===== config.mk =====
export PLATFORM = sky130hd
export DESIGN_NAME = nibble_chain_decoder
export DESIGN_NICKNAME = d
export VERILOG_FILES = /design/src/rtl/ncd_pkg.sv /design/src/rtl/ncd_byte_split.sv /design/src/rtl/ncd_operand_acc.sv /design/src/rtl/ncd_out_stage.sv /design/src/rtl/nibble_chain_decoder.sv
export SDC_FILE = /design/constraint.sdc
export NUM_CORES = 1
export LEC_CHECK = 0
export BUFFER_PORTS_ARGS = -buffer_cell sky130_fd_sc_hd__buf_2
export CELL_PAD_IN_SITES_DETAIL_PLACEMENT = 0
export CELL_PAD_IN_SITES_GLOBAL_PLACEMENT = 1
export CORE_MARGIN = 3
export CORE_UTILIZATION = 36
export DETAILED_ROUTE_END_ITERATION = 7
export PLACE_DENSITY_LB_ADDON = 0.1
export SYNTH_ARGS = -nofsm -noshare
export SYNTH_HDL_FRONTEND = slang
export SYNTH_SLANG_ARGS = --single-unit

===== constraint.sdc =====
create_clock -name clk -period 2.3 [get_ports clk]
set_clock_uncertainty 0.15 [all_clocks]
set_input_delay 0.23 -clock clk [delete_from_list [all_inputs] [get_ports clk]]
set_output_delay 0.23 -clock clk [all_outputs]
set_load 0.01 [all_outputs]

===== src/rtl/ncd_pkg.sv =====
package ncd_pkg;

    localparam int NIB_W = 4;

    localparam logic [NIB_W-1:0] FN_EXT_POS  = 4'hA;
    localparam logic [NIB_W-1:0] FN_EXT_NEG  = 4'hB;
    localparam logic [NIB_W-1:0] FN_OPERATE  = 4'hF;

    typedef enum logic [1:0] {
        K_PLAIN   = 2'd0,
        K_EXT_POS = 2'd1,
        K_EXT_NEG = 2'd2,
        K_OPERATE = 2'd3
    } kind_e;

    typedef struct packed {
        logic [NIB_W-1:0] fn;
        logic [NIB_W-1:0] dat;
    } byte_fields_t;

    function automatic kind_e classify(input logic [NIB_W-1:0] fn);
        if (fn == FN_EXT_POS)      return K_EXT_POS;
        else if (fn == FN_EXT_NEG) return K_EXT_NEG;
        else if (fn == FN_OPERATE) return K_OPERATE;
        else                       return K_PLAIN;
    endfunction

    function automatic logic is_prefix(input kind_e k);
        return (k == K_EXT_POS) || (k == K_EXT_NEG);
    endfunction

endpackage


===== src/rtl/ncd_byte_split.sv =====
module ncd_byte_split
    import ncd_pkg::*;
(
    input  logic [2*NIB_W-1:0] raw,
    output byte_fields_t       fields,
    output kind_e              kind
);
    always_comb begin
        fields.fn  = raw[2*NIB_W-1:NIB_W];
        fields.dat = raw[NIB_W-1:0];
        kind       = classify(fields.fn);
    end
endmodule


===== src/rtl/ncd_operand_acc.sv =====
module ncd_operand_acc
    import ncd_pkg::*;
#(
    parameter int OPW  = 32,
    parameter int CNTW = 4
)(
    input  logic             clk,
    input  logic             rst,
    input  logic             step,
    input  kind_e            kind,
    input  logic [NIB_W-1:0] dat,
    output logic [OPW-1:0]   nxt_operand,
    output logic [CNTW-1:0]  cnt_q
);
    logic [OPW-1:0] acc_q;
    logic [OPW-1:0] base;

    always_comb begin
        base        = (kind == K_EXT_NEG) ? ~acc_q : acc_q;
        nxt_operand = {base[OPW-NIB_W-1:0], dat};
    end

    always_ff @(posedge clk) begin
        if (rst) begin
            acc_q <= '0;
            cnt_q <= '0;
        end else if (step) begin
            if (is_prefix(kind)) begin
                acc_q <= nxt_operand;
                cnt_q <= (cnt_q == {CNTW{1'b1}}) ? cnt_q : cnt_q + 1'b1;
            end else begin
                acc_q <= '0;
                cnt_q <= '0;
            end
        end
    end
endmodule


===== src/rtl/ncd_out_stage.sv =====
module ncd_out_stage
    import ncd_pkg::*;
#(
    parameter int OPW  = 32,
    parameter int CNTW = 4
)(
    input  logic             clk,
    input  logic             rst,
    input  logic             load,
    input  logic [NIB_W-1:0] fn,
    input  logic [OPW-1:0]   operand,
    input  logic [CNTW-1:0]  cnt,
    input  logic             is_op,
    input  logic             out_ready,
    output logic             free,
    output logic             out_valid,
    output logic [NIB_W-1:0] out_func,
    output logic [OPW-1:0]   out_operand,
    output logic [CNTW-1:0]  out_pfx_cnt,
    output logic             out_multi,
    output logic             out_is_op
);
    assign free = !out_valid || out_ready;

    always_ff @(posedge clk) begin
        if (rst) begin
            out_valid   <= 1'b0;
            out_func    <= '0;
            out_operand <= '0;
            out_pfx_cnt <= '0;
            out_multi   <= 1'b0;
            out_is_op   <= 1'b0;
        end else if (load) begin
            out_valid   <= 1'b1;
            out_func    <= fn;
            out_operand <= operand;
            out_pfx_cnt <= cnt;
            out_multi   <= (cnt != '0);
            out_is_op   <= is_op;
        end else if (out_ready) begin
            out_valid   <= 1'b0;
        end
    end
endmodule


===== src/rtl/nibble_chain_decoder.sv =====
module nibble_chain_decoder
    import ncd_pkg::*;
#(
    parameter int OPW  = 32,
    parameter int CNTW = 4
)(
    input  logic             clk,
    input  logic             rst,
    input  logic             in_valid,
    input  logic [7:0]       in_byte,
    output logic             in_ready,
    output logic             out_valid,
    input  logic             out_ready,
    output logic [3:0]       out_func,
    output logic [OPW-1:0]   out_operand,
    output logic [CNTW-1:0]  out_pfx_cnt,
    output logic             out_multi,
    output logic             out_is_op
);
    byte_fields_t   fields;
    kind_e          kind;
    logic           accept;
    logic           emit;
    logic [OPW-1:0] nxt_operand;
    logic [CNTW-1:0] cnt_q;

    ncd_byte_split u_split (
        .raw    (in_byte),
        .fields (fields),
        .kind   (kind)
    );

    assign accept = in_valid && in_ready;
    assign emit   = accept && !is_prefix(kind);

    ncd_operand_acc #(.OPW(OPW), .CNTW(CNTW)) u_acc (
        .clk         (clk),
        .rst         (rst),
        .step        (accept),
        .kind        (kind),
        .dat         (fields.dat),
        .nxt_operand (nxt_operand),
        .cnt_q       (cnt_q)
    );

    ncd_out_stage #(.OPW(OPW), .CNTW(CNTW)) u_out (
        .clk         (clk),
        .rst         (rst),
        .load        (emit),
        .fn          (fields.fn),
        .operand     (nxt_operand),
        .cnt         (cnt_q),
        .is_op       (kind == K_OPERATE),
        .out_ready   (out_ready),
        .free        (in_ready),
        .out_valid   (out_valid),
        .out_func    (out_func),
        .out_operand (out_operand),
        .out_pfx_cnt (out_pfx_cnt),
        .out_multi   (out_multi),
        .out_is_op   (out_is_op)
    );
endmodule


# After elaboration in Yosys (flattened, before gate mapping)
# Cells that the tools add are included.
dict set report op_classes {
  n_reduce_logical 9
  n_eq_ne 8
  n_bitwise 1
  add_sub_neg 1
  mux 9
}
# operator n
set op_table {}
lappend op_table {{$mux W28} 2}
lappend op_table {{$not A28 Y28} 1}
lappend op_table {{$eq A4 B4 Y1 const B} 4}
lappend op_table {{$mux W4} 2}
lappend op_table {{$mux W2} 3}
lappend op_table {{$add A4 B1 Y4 const B} 1}
lappend op_table {{$eq A2 B2 Y1 const B} 2}
lappend op_table {{$reduce_bool A4 Y1} 1}
lappend op_table {{$eq A2 B1 Y1 const B} 1}
lappend op_table {{$logic_and A1 B1 Y1} 2}
lappend op_table {{$logic_not A1 Y1} 2}
lappend op_table {{$logic_or A1 B1 Y1} 2}
lappend op_table {{$mux W1} 2}
lappend op_table {{$ne A2 B2 Y1 const B} 1}
lappend op_table {{$reduce_and A2 Y1} 1}
lappend op_table {{$reduce_bool A2 Y1} 1}
dict set report word_totals {
  out_inout_bits 44
  register_bits 75
  elab_cells 36
}

# Depth between registers and ports, before layout
# Gate-level depths: netlist of the first run.
dict set report logic_depth {
  word_depth 9
  depth_mapped 6
}

# Hierarchy
# A second synthesis of the first run with hierarchy kept.
dict set report unflattened {
  cells_unflattened 308
  hier_area_um2 3284.4
}
# module area_each_um2 cells_each instances
set modules_own_cells {}
lappend modules_own_cells {ncd_operand_acc 1601.5 153 1}
lappend modules_own_cells {ncd_out_stage 1572.8 141 1}
lappend modules_own_cells {ncd_byte_split 82.6 11 1}
lappend modules_own_cells {nibble_chain_decoder 27.5 3 1}

# Least setup slack after synthesis of the first run
# Ideal clock, no wire load.
dict set report synth_timing {
  kind {register to register}
  startpoint {register u_acc.cnt_q[0]}
  endpoint {register u_acc.cnt_q[0]}
  path_slack_ns 0.702
  arrival_ns 1.374
  required_ns 2.075
  path_stages_with_launch 5
  synth_period_minus_slack_ns 1.598
  setup_time_ns 0.075
  cell_sequence {dfxtp_1 ha_1 and3_1 or4_1 o22ai_1}
}
dict set report synth_between {
  elab_chain_cells 3
}
# element line_no
set synth_lines {}
lappend synth_lines {{start, declared} ncd_operand_acc.sv:13} ;# output logic [CNTW-1:0] cnt_q
lappend synth_lines {{start signal, assigned} ncd_operand_acc.sv:30} ;# cnt_q <= (cnt_q == {CNTW{1'b1}}) ? cnt_q : cnt_q + 1'b1;
lappend synth_lines {{$add A4 B1 Y4 or $eq A4 B4 Y1 (tied branches)} ncd_operand_acc.sv:30}
lappend synth_lines {{$mux W4 or $ne A2 B2 Y1 (tied branches)} n/a}
lappend synth_lines {{$mux W4 or $reduce_and A2 Y1 (tied branches)} n/a}
# Several ways; a longest one is shown, not always the timed one. The select of a mux whose other input is x is not followed.
# A chain may end at the register's enable or synchronous reset.

# Final worst setup path of the first run
dict set report layout_timing {
  startpoint {register u_out.out_valid}
  endpoint {output in_ready}
}
dict set report layout_between {
  elab_chain_cells 2
}
# element line_no
set layout_lines {}
lappend layout_lines {{start, declared} ncd_out_stage.sv:16} ;# output logic out_valid,
lappend layout_lines {{start signal, assigned} ncd_out_stage.sv:27} ;# out_valid <= 1'b0;
lappend layout_lines {{start signal, assigned} ncd_out_stage.sv:34} ;# out_valid <= 1'b1;
lappend layout_lines {{start signal, assigned} ncd_out_stage.sv:41} ;# out_valid <= 1'b0;
lappend layout_lines {{$logic_not A1 Y1} ncd_out_stage.sv:23} ;# assign free = !out_valid || out_ready;
lappend layout_lines {{$logic_or A1 B1 Y1} ncd_out_stage.sv:23}
lappend layout_lines {{end, declared} nibble_chain_decoder.sv:11} ;# output logic in_ready,
# Every way passes these cells.

==> run_summary.xml, run 1 <==
<?xml version="1.0" encoding="UTF-8"?>
<metrics>
  <group name="setup_path">
    <metric name="start_kind" unit="">register</metric>
    <metric name="reg2reg_to" unit="">u_acc.cnt_q[0]</metric>
    <metric name="critical_path_depth" unit="">3</metric>
    <metric name="cp.arrival" unit="ps">1360</metric>
    <metric name="sequence_of_cells_on_the_critical_path" unit="">nor2b_4 -&gt; inv_2 -&gt; buf_2</metric>
    <metric name="reg2regPathDepth" unit="">4</metric>
    <metric name="slowest_stage" unit="">sky130_fd_sc_hd__inv_2</metric>
    <metric name="worst-path-max-fanout" unit="">26</metric>
    <metric name="kind_of_cell_adding_the_most_delay_to_the_critical_path" unit="">buffers and inverters</metric>
    <metric name="criticalPathCategory" unit="">register to output pin</metric>
    <metric name="timing.rr.start" unit="">u_acc.cnt_q[0]</metric>
    <metric name="crit_path_end_kind" unit="">output pin</metric>
    <metric name="critical_path.max_stage_delay" unit="ps">360</metric>
    <metric name="setup.reg_to_reg.worst_slack" unit="ps">590</metric>
    <metric name="worst-endpoint-required" unit="ps">1920</metric>
    <metric name="cp_num_buf_inv" unit="">2</metric>
  </group>
  <group name="routing">
    <metric name="routed_wirelength_normalized_by_instance_count" unit="µm">17.4</metric>
    <metric name="drcViolationCount" unit="">0</metric>
    <metric name="first_iter_violations" unit="">112</metric>
    <metric name="detailedRoute.firstPassIterationCount" unit="">4</metric>
    <metric name="post_drt_via_cell_ratio" unit="">5.86</metric>
    <metric name="ant_nets" unit="">0</metric>
    <metric name="via_count" unit="">3146</metric>
    <metric name="drt_wl_total" unit="µm">9340</metric>
  </group>
  <group name="synthesis">
    <metric name="postSynth.topFlopCell" unit="">sky130_fd_sc_hd__dfxtp_1</metric>
    <metric name="netlist-cell-type-count" unit="">32</metric>
    <metric name="synthesis.area" unit="µm²">3390</metric>
    <metric name="yosys_register_bits" unit="">75</metric>
    <metric name="synth.avg_cell_area" unit="µm²">8.63</metric>
    <metric name="synth_enable_flop_cells" unit="">0</metric>
    <metric name="yosysWarnings" unit="">0</metric>
    <metric name="netlist_instances" unit="">393</metric>
    <metric name="synth.yosys.seq_area_share" unit="">0.443</metric>
    <metric name="synth_fp_nets" unit="">407</metric>
    <metric name="share_of_async_settable_or_async_resettable_flops_after_synthesis" unit="">0</metric>
  </group>
  <group name="timing">
    <metric name="final.period_utilization" unit="">0.758</metric>
    <metric name="grt_setup_unrepaired" unit="">false</metric>
    <metric name="hold_violations_final" unit="">0</metric>
    <metric name="postLayoutSetupSlackWorst" unit="ps">557</metric>
    <metric name="max-slew-margin-rel" unit="">0.644</metric>
    <metric name="highest_clock_rate" unit="GHz">0.574</metric>
    <metric name="worst_pin_slew" unit="ps">533</metric>
    <metric name="finalSetupViolCount" unit="">0</metric>
    <metric name="final_number_of_max_transition_violations" unit="">0</metric>
    <metric name="final.setup.tns" unit="ps">0</metric>
    <metric name="fin_crit" unit="ps">1740</metric>
  </group>
  <group name="floorplanning">
    <metric name="die_width" unit="µm">103</metric>
    <metric name="fp.coreArea" unit="µm²">8930</metric>
    <metric name="die_h" unit="µm">103</metric>
    <metric name="ioPinCount" unit="">56</metric>
    <metric name="floorplan.initialDensity" unit="">0.380</metric>
    <metric name="fp-row-count" unit="">34</metric>
    <metric name="design.die.area" unit="µm²">10600</metric>
  </group>
  <group name="clock_tree">
    <metric name="clock_insertion_delay_worst_skew" unit="ps">340</metric>
    <metric name="clkSlewWorstSetupHoldPaths" unit="ps">80</metric>
    <metric name="post_cts_resized" unit="">0</metric>
    <metric name="ctsLongestPathBuffers" unit="">2</metric>
    <metric name="cts_root_buf" unit="">sky130_fd_sc_hd__clkbuf_8</metric>
    <metric name="cts_setup_buffers" unit="">0</metric>
    <metric name="tritoncts" unit="">done</metric>
    <metric name="numClockSinks" unit="">75</metric>
    <metric name="tritoncts.num_buffers" unit="">9</metric>
    <metric name="htreeDepth" unit="">3</metric>
    <metric name="hold_buffers" unit="">4</metric>
  </group>
  <group name="place">
    <metric name="gp_routability_congestion" unit="">0.693</metric>
    <metric name="placement.setup.worst_slack" unit="ps">590</metric>
    <metric name="post_dp_hpwl" unit="µm">5330</metric>
    <metric name="detailed_place.area" unit="µm²">3730</metric>
    <metric name="port_bufs" unit="">55</metric>
    <metric name="post-place-cells" unit="">518</metric>
  </group>
  <group name="grt">
    <metric name="grt.met2_usage" unit="">0.298</metric>
    <metric name="first_pass_grt_wire_length" unit="µm">15400</metric>
    <metric name="overall_track_demand_over_capacity_in_global_routing" unit="">0.180</metric>
    <metric name="busiest_layer" unit="">met2</metric>
    <metric name="antenna_found_initial" unit="">0</metric>
    <metric name="via_count_of_the_first_global_routing_pass" unit="">3068</metric>
    <metric name="grt_start_max_net_pins" unit="">75</metric>
    <metric name="gr-usage-met1" unit="">0.233</metric>
    <metric name="overflow" unit="">0</metric>
    <metric name="grtUsageMet3" unit="">0.0440</metric>
  </group>
  <group name="min_path">
    <metric name="holdPathEnd" unit="">u_out.out_func[2]</metric>
    <metric name="holdPathStages" unit="">3</metric>
    <metric name="worstHoldStart" unit="">in_byte[6]</metric>
    <metric name="holdCritPathClass" unit="">input pin to register</metric>
  </group>
  <group name="final_layout">
    <metric name="syn2layout_area_growth" unit="%">16.2</metric>
    <metric name="nFillCells" unit="">913</metric>
    <metric name="final_layout_size_suffix_gt1_frac" unit="">0.210</metric>
    <metric name="antenna_cells" unit="">0</metric>
    <metric name="final_area" unit="µm²">3940</metric>
    <metric name="finish.net_count" unit="">439</metric>
    <metric name="finalNonFillerCells" unit="">537</metric>
  </group>
  <group name="power">
    <metric name="vdd.ir_drop.worst" unit="µV">339</metric>
    <metric name="power.total" unit="µW">2510</metric>
    <metric name="cellPowerDensity" unit="nW/µm²">637</metric>
    <metric name="power.static_leakage" unit="µW">0.00156</metric>
  </group>
  <group name="run">
    <metric name="max_cap_viol_count" unit="">0</metric>
  </group>
  <group name="outcome">
    <metric name="run_status" unit="">finished clean</metric>
  </group>
</metrics>
[stage by stage]
stage,hold slack [ps],util
2_1_floorplan,228,-
3_3_place_gp,302,0.418
3_5_place_dp,306,0.418
4_1_cts,20.4,0.441
5_1_grt,35.2,0.441
6_report,44.1,0.441
[state kept, by name (all words and copies together), names as in the netlist]
| name | cells |
|---|---|
| u_out.out_func | 4 |
| u_out.out_multi | 1 |
| u_out.out_operand | 32 |
| u_out.out_is_op | 1 |
| u_acc.cnt_q | 4 |
| u_out.out_pfx_cnt | 4 |
| u_out.out_valid | 1 |
| u_acc.acc_q | 28 |
[how the worst max path moves through the flow]
| stage | startpoint | to |
|---|---|---|
| floorplan | u_acc.cnt_q[0] | u_acc.cnt_q[0] |
| global placement | in_byte[6] | u_acc.cnt_q[3] |
| detailed placement | in_byte[6] | u_acc.cnt_q[3] |
| CTS | u_out.out_valid | in_ready |
| global route | u_out.out_valid | in_ready |
| finish | u_out.out_valid | in_ready |
[power by group]
group	switching (µW)	internal, µW	leakage [µW]
Sequential	14.4	1320	0.000607
Combinational	185	84.0	0.000864
Clock	491	416	0.0000856
[worst reg2reg max path, delay by kind of cell, from the launching register on]
kind	cells	cell delay [ps]
AND/OR/NAND/NOR	2	700
flip-flops	1	360
adder cells (fa/ha/maj)	1	260
AO/OA/AOI/OAI	1	180
[kinds of logic after synthesis]
logic type                 count (synthesis)  synth area share
adders and majority gates                  2           0.00738
DFF                                       75             0.443
AOI/OAI and AO/OA                        148             0.256
and+or+nand+nor                           85             0.154
buffers and inverters                     59            0.0775
xor gates and xnor gates                  24            0.0620
[routing by layer]
layer  vias up  part of all wire
met5         -                 0
met4         0            0.0057
met3         6             0.035
met2        60              0.49
met1      1528              0.47
li1       1552                 -
[cells in the mapped netlist (2+ instances only)]
cell                       instances  area, µm²
sky130_fd_sc_hd__xor2_1           24        210
sky130_fd_sc_hd__dfxtp_1          75       1500
sky130_fd_sc_hd__a21oi_1          68        340
sky130_fd_sc_hd__and3_1            2       12.5
sky130_fd_sc_hd__buf_1             7       26.3
sky130_fd_sc_hd__a311oi_1          3       26.3
sky130_fd_sc_hd__buf_2            24        120
sky130_fd_sc_hd__clkbuf_1         20       75.1
sky130_fd_sc_hd__nand3_1           2       10.0
sky130_fd_sc_hd__nor3_1            5       25.0
sky130_fd_sc_hd__nand2b_1          2       12.5
sky130_fd_sc_hd__a31oi_1           4       25.0
sky130_fd_sc_hd__nand4_1          66        413
sky130_fd_sc_hd__o21ai_1           8       40.0
sky130_fd_sc_hd__inv_2             2       7.51
sky130_fd_sc_hd__nor2_1            2       7.51
sky130_fd_sc_hd__inv_1             3       11.3
sky130_fd_sc_hd__ha_1              2       25.0
sky130_fd_sc_hd__clkbuf_4          2       15.0
sky130_fd_sc_hd__o31ai_1          40        300
sky130_fd_sc_hd__o21ai_0          21        105
[cells in the final DEF, fill, tap and decap left out, drive strengths merged, types with 3 or more instances in the layout]
master	synthesis	layout
dfxtp	75	75
o31ai	40	40
buf	32	71
xor2	24	24
nand4	66	66
a31oi	4	4
inv	5	6
a21oi	68	68
a311oi	3	3
o21ai	29	29
nor3	5	5
dlygate4sd3	0	4
clkbuf	22	11
[final cells by class]
class / count / area [µm²] / share of cell area
repair buffers: 75 / 485 / 0.123
clock buffers: 11 / 141 / 0.0359
flip-flops and latches: 75 / 1500 / 0.381
clock inverters: 4 / 26.3 / 0.00667
well taps: 108 / 135 / 0.0343
multi-input cells: 259 / 1630 / 0.414
inverters: 5 / 18.8 / 0.00476
(Power assumes the default switching activity.)
==> run 2: changes to the inputs <==
Clock period 2.3 ns to 1.7 ns, I/O delays scaled along.
==> run 2 against run 1 <==
Sequential cell count unchanged. Combinational power rose by 57%. Register-to-register slack worse by 530 ps. Setup slack worse by 510 ps. Largest power group unchanged. Sequential power increased by 35%. Non-clock buffer count up 17. Clock power rose by 47%. Wire length is 3.5% higher. Global-route usage up 0.54 points. First-iteration DRC count grew 26%. Via count is 3.8% higher. Critical endpoint is now u_out.out_operand[26].
==> run_summary.xml, run 2 (same netlist as run 1, synthesis figures left out) <==
<?xml version="1.0" encoding="UTF-8"?>
<metrics>
  <group name="outcome">
    <metric name="run_status" unit="">finished clean</metric>
  </group>
  <group name="setup_path">
    <metric name="criticalPathCategory" unit="">input pin to register</metric>
    <metric name="worst-endpoint-required" unit="ps">1780</metric>
    <metric name="worst-path-max-fanout" unit="">13</metric>
    <metric name="setup.reg_to_reg.worst_slack" unit="ps">60</metric>
    <metric name="timing.rr.start" unit="">u_acc.cnt_q[1]</metric>
    <metric name="critical_path.max_stage_delay" unit="ps">540</metric>
    <metric name="crit_path_end_kind" unit="">register</metric>
    <metric name="slowest_stage" unit="">sky130_fd_sc_hd__dlygate4sd3_1</metric>
    <metric name="reg2regPathDepth" unit="">4</metric>
    <metric name="start_kind" unit="">input pin</metric>
    <metric name="sequence_of_cells_on_the_critical_path" unit="">dlygate4sd3_1 -&gt; buf_2 -&gt; and3b_2 -&gt; buf_12 -&gt; buf_4 -&gt; o31ai_1 -&gt; a21oi_1</metric>
    <metric name="reg2reg_to" unit="">u_acc.cnt_q[0]</metric>
    <metric name="cp.arrival" unit="ps">1730</metric>
  </group>
  <group name="clock_tree">
    <metric name="cts_root_buf" unit="">sky130_fd_sc_hd__clkbuf_8</metric>
    <metric name="clock_insertion_delay_worst_skew" unit="ps">350</metric>
    <metric name="tritoncts.num_buffers" unit="">9</metric>
    <metric name="ctsLongestPathBuffers" unit="">2</metric>
    <metric name="htreeDepth" unit="">3</metric>
    <metric name="clkSlewWorstSetupHoldPaths" unit="ps">80</metric>
    <metric name="tritoncts" unit="">done</metric>
    <metric name="numClockSinks" unit="">75</metric>
  </group>
  <group name="min_path">
    <metric name="holdPathEnd" unit="">u_out.out_func[1]</metric>
    <metric name="holdCritPathClass" unit="">input pin to register</metric>
    <metric name="holdPathStages" unit="">3</metric>
    <metric name="worstHoldStart" unit="">in_byte[5]</metric>
  </group>
  <group name="routing">
    <metric name="via_count" unit="">3264</metric>
    <metric name="drt_wl_total" unit="µm">9670</metric>
    <metric name="post_drt_via_cell_ratio" unit="">5.89</metric>
    <metric name="first_iter_violations" unit="">141</metric>
    <metric name="detailedRoute.firstPassIterationCount" unit="">6</metric>
    <metric name="drcViolationCount" unit="">0</metric>
    <metric name="ant_nets" unit="">0</metric>
    <metric name="routed_wirelength_normalized_by_instance_count" unit="µm">17.5</metric>
  </group>
  <group name="place">
    <metric name="placement.setup.worst_slack" unit="ps">89.9</metric>
    <metric name="post-place-cells" unit="">527</metric>
    <metric name="port_bufs" unit="">55</metric>
    <metric name="post_dp_hpwl" unit="µm">5430</metric>
    <metric name="gp_routability_congestion" unit="">0.730</metric>
  </group>
  <group name="floorplanning">
    <metric name="fp.coreArea" unit="µm²">8930</metric>
    <metric name="floorplan.initialDensity" unit="">0.380</metric>
    <metric name="ioPinCount" unit="">56</metric>
    <metric name="die_h" unit="µm">103</metric>
    <metric name="fp-row-count" unit="">34</metric>
    <metric name="design.die.area" unit="µm²">10600</metric>
    <metric name="die_width" unit="µm">103</metric>
  </group>
  <group name="grt">
    <metric name="grt.met2_usage" unit="">0.315</metric>
    <metric name="busiest_layer" unit="">met2</metric>
    <metric name="first_pass_grt_wire_length" unit="µm">15900</metric>
    <metric name="grt_start_max_net_pins" unit="">60</metric>
    <metric name="overall_track_demand_over_capacity_in_global_routing" unit="">0.185</metric>
    <metric name="grtUsageMet3" unit="">0.0426</metric>
    <metric name="overflow" unit="">0</metric>
    <metric name="via_count_of_the_first_global_routing_pass" unit="">3222</metric>
    <metric name="gr-usage-met1" unit="">0.234</metric>
    <metric name="antenna_found_initial" unit="">0</metric>
  </group>
  <group name="run">
    <metric name="max_cap_viol_count" unit="">0</metric>
  </group>
  <group name="final_layout">
    <metric name="finish.net_count" unit="">456</metric>
    <metric name="nFillCells" unit="">895</metric>
    <metric name="largestRegisters" unit="">u_out.out_operand (32), u_acc.acc_q (28)</metric>
    <metric name="antenna_cells" unit="">0</metric>
    <metric name="syn2layout_area_growth" unit="%">24.9</metric>
    <metric name="largest_reg_flops" unit="">32</metric>
    <metric name="final_cell_mix" unit="">75 x sky130_fd_sc_hd__dfxtp_1, 67 x sky130_fd_sc_hd__a21oi_1, 66 x sky130_fd_sc_hd__nand4_1</metric>
    <metric name="layout_commonest_cell" unit="">sky130_fd_sc_hd__dfxtp_1</metric>
    <metric name="finalNonFillerCells" unit="">554</metric>
    <metric name="multi_input_gate_area_in_the_final_layout" unit="µm²">1650</metric>
    <metric name="ff_latch_area" unit="µm²">1500</metric>
    <metric name="max_flop_register" unit="">u_out.out_operand</metric>
    <metric name="final_core_util" unit="">0.474</metric>
    <metric name="final_layout_size_suffix_gt1_frac" unit="">0.240</metric>
  </group>
  <group name="timing">
    <metric name="max-slew-margin-rel" unit="">0.791</metric>
    <metric name="final_number_of_max_transition_violations" unit="">0</metric>
    <metric name="hold_violations_final" unit="">0</metric>
    <metric name="postLayoutSetupSlackWorst" unit="ps">49.3</metric>
    <metric name="final.setup.tns" unit="ps">0</metric>
    <metric name="worst_pin_slew" unit="ps">313</metric>
    <metric name="final.period_utilization" unit="">0.971</metric>
    <metric name="grt_setup_unrepaired" unit="">true</metric>
    <metric name="fin_crit" unit="ps">1650</metric>
    <metric name="highest_clock_rate" unit="GHz">0.606</metric>
    <metric name="finalSetupViolCount" unit="">0</metric>
  </group>
  <group name="power">
    <metric name="vdd.ir_drop.worst" unit="µV">445</metric>
    <metric name="power.static_leakage" unit="µW">0.00169</metric>
    <metric name="cellPowerDensity" unit="nW/µm²">841</metric>
  </group>
</metrics>
run 2: final cells by class:
class,instances,share of cell area
multi-input cells,259,0.389
flip-flops and latches,75,0.355
well taps,108,0.0319
clock inverters,5,0.0130
inverters,5,0.00443
clock buffers,10,0.0301
repair buffers,92,0.177
run 2: metrics by stage:
step | instance area (µm²) | hold slack, ps | total power (µW)
5_1_grt | 4240 | 29.6 | 3720
6_report | 4240 | 25.7 | 3560
4_1_cts | 4150 | 24.5 | 3580
3_3_place_gp | 3890 | 288 | 2240
3_5_place_dp | 3890 | 299 | 2240
2_1_floorplan | 3390 | 168 | 2080
run 2: worst max-delay path, delay by kind of cell:
kind,cells,cell delay (ps)
simple gates,1,270
compound gates,2,280
buf+inv,4,1010
run 2: timing repair:
| action | in CTS | in global routing |
|---|---|---|
| pin swaps | 0 | 1 |
| endpoints found under the hold margin | 13 | 0 |
| gates resized for setup | 0 | 6 |
| buffers inserted | 1 | 3 |
| setup endpoints to repair | 1 | 15 |
| hold buffers | 7 | 0 |
| gates cloned | 0 | 1 |
run 2: worst max-delay path by stage:
stage	from	endpoint	slack, ps
2_1_floorplan	u_acc.cnt_q[0]	u_acc.cnt_q[0]	100
3_3_place_gp	u_acc.cnt_q[1]	u_acc.cnt_q[0]	130
3_5_place_dp	u_acc.cnt_q[1]	u_acc.cnt_q[0]	90
4_1_cts	in_byte[6]	u_acc.cnt_q[0]	10
5_1_grt	in_byte[7]	u_out.out_operand[18]	-10
6_report	in_byte[7]	u_out.out_operand[26]	50
run 2: power by group:
part,total (µW),switching (µW),internal (µW)
combinational,421,263,158
clock,1330,669,666
sequential,1810,18.8,1790
total,3560,950,2610
run 2: routing by layer:
metal	vias up	wire, µm
met2	73	4640
li1	1587	-
met5	-	0
met4	0	124
met1	1590	4440
met3	14	460
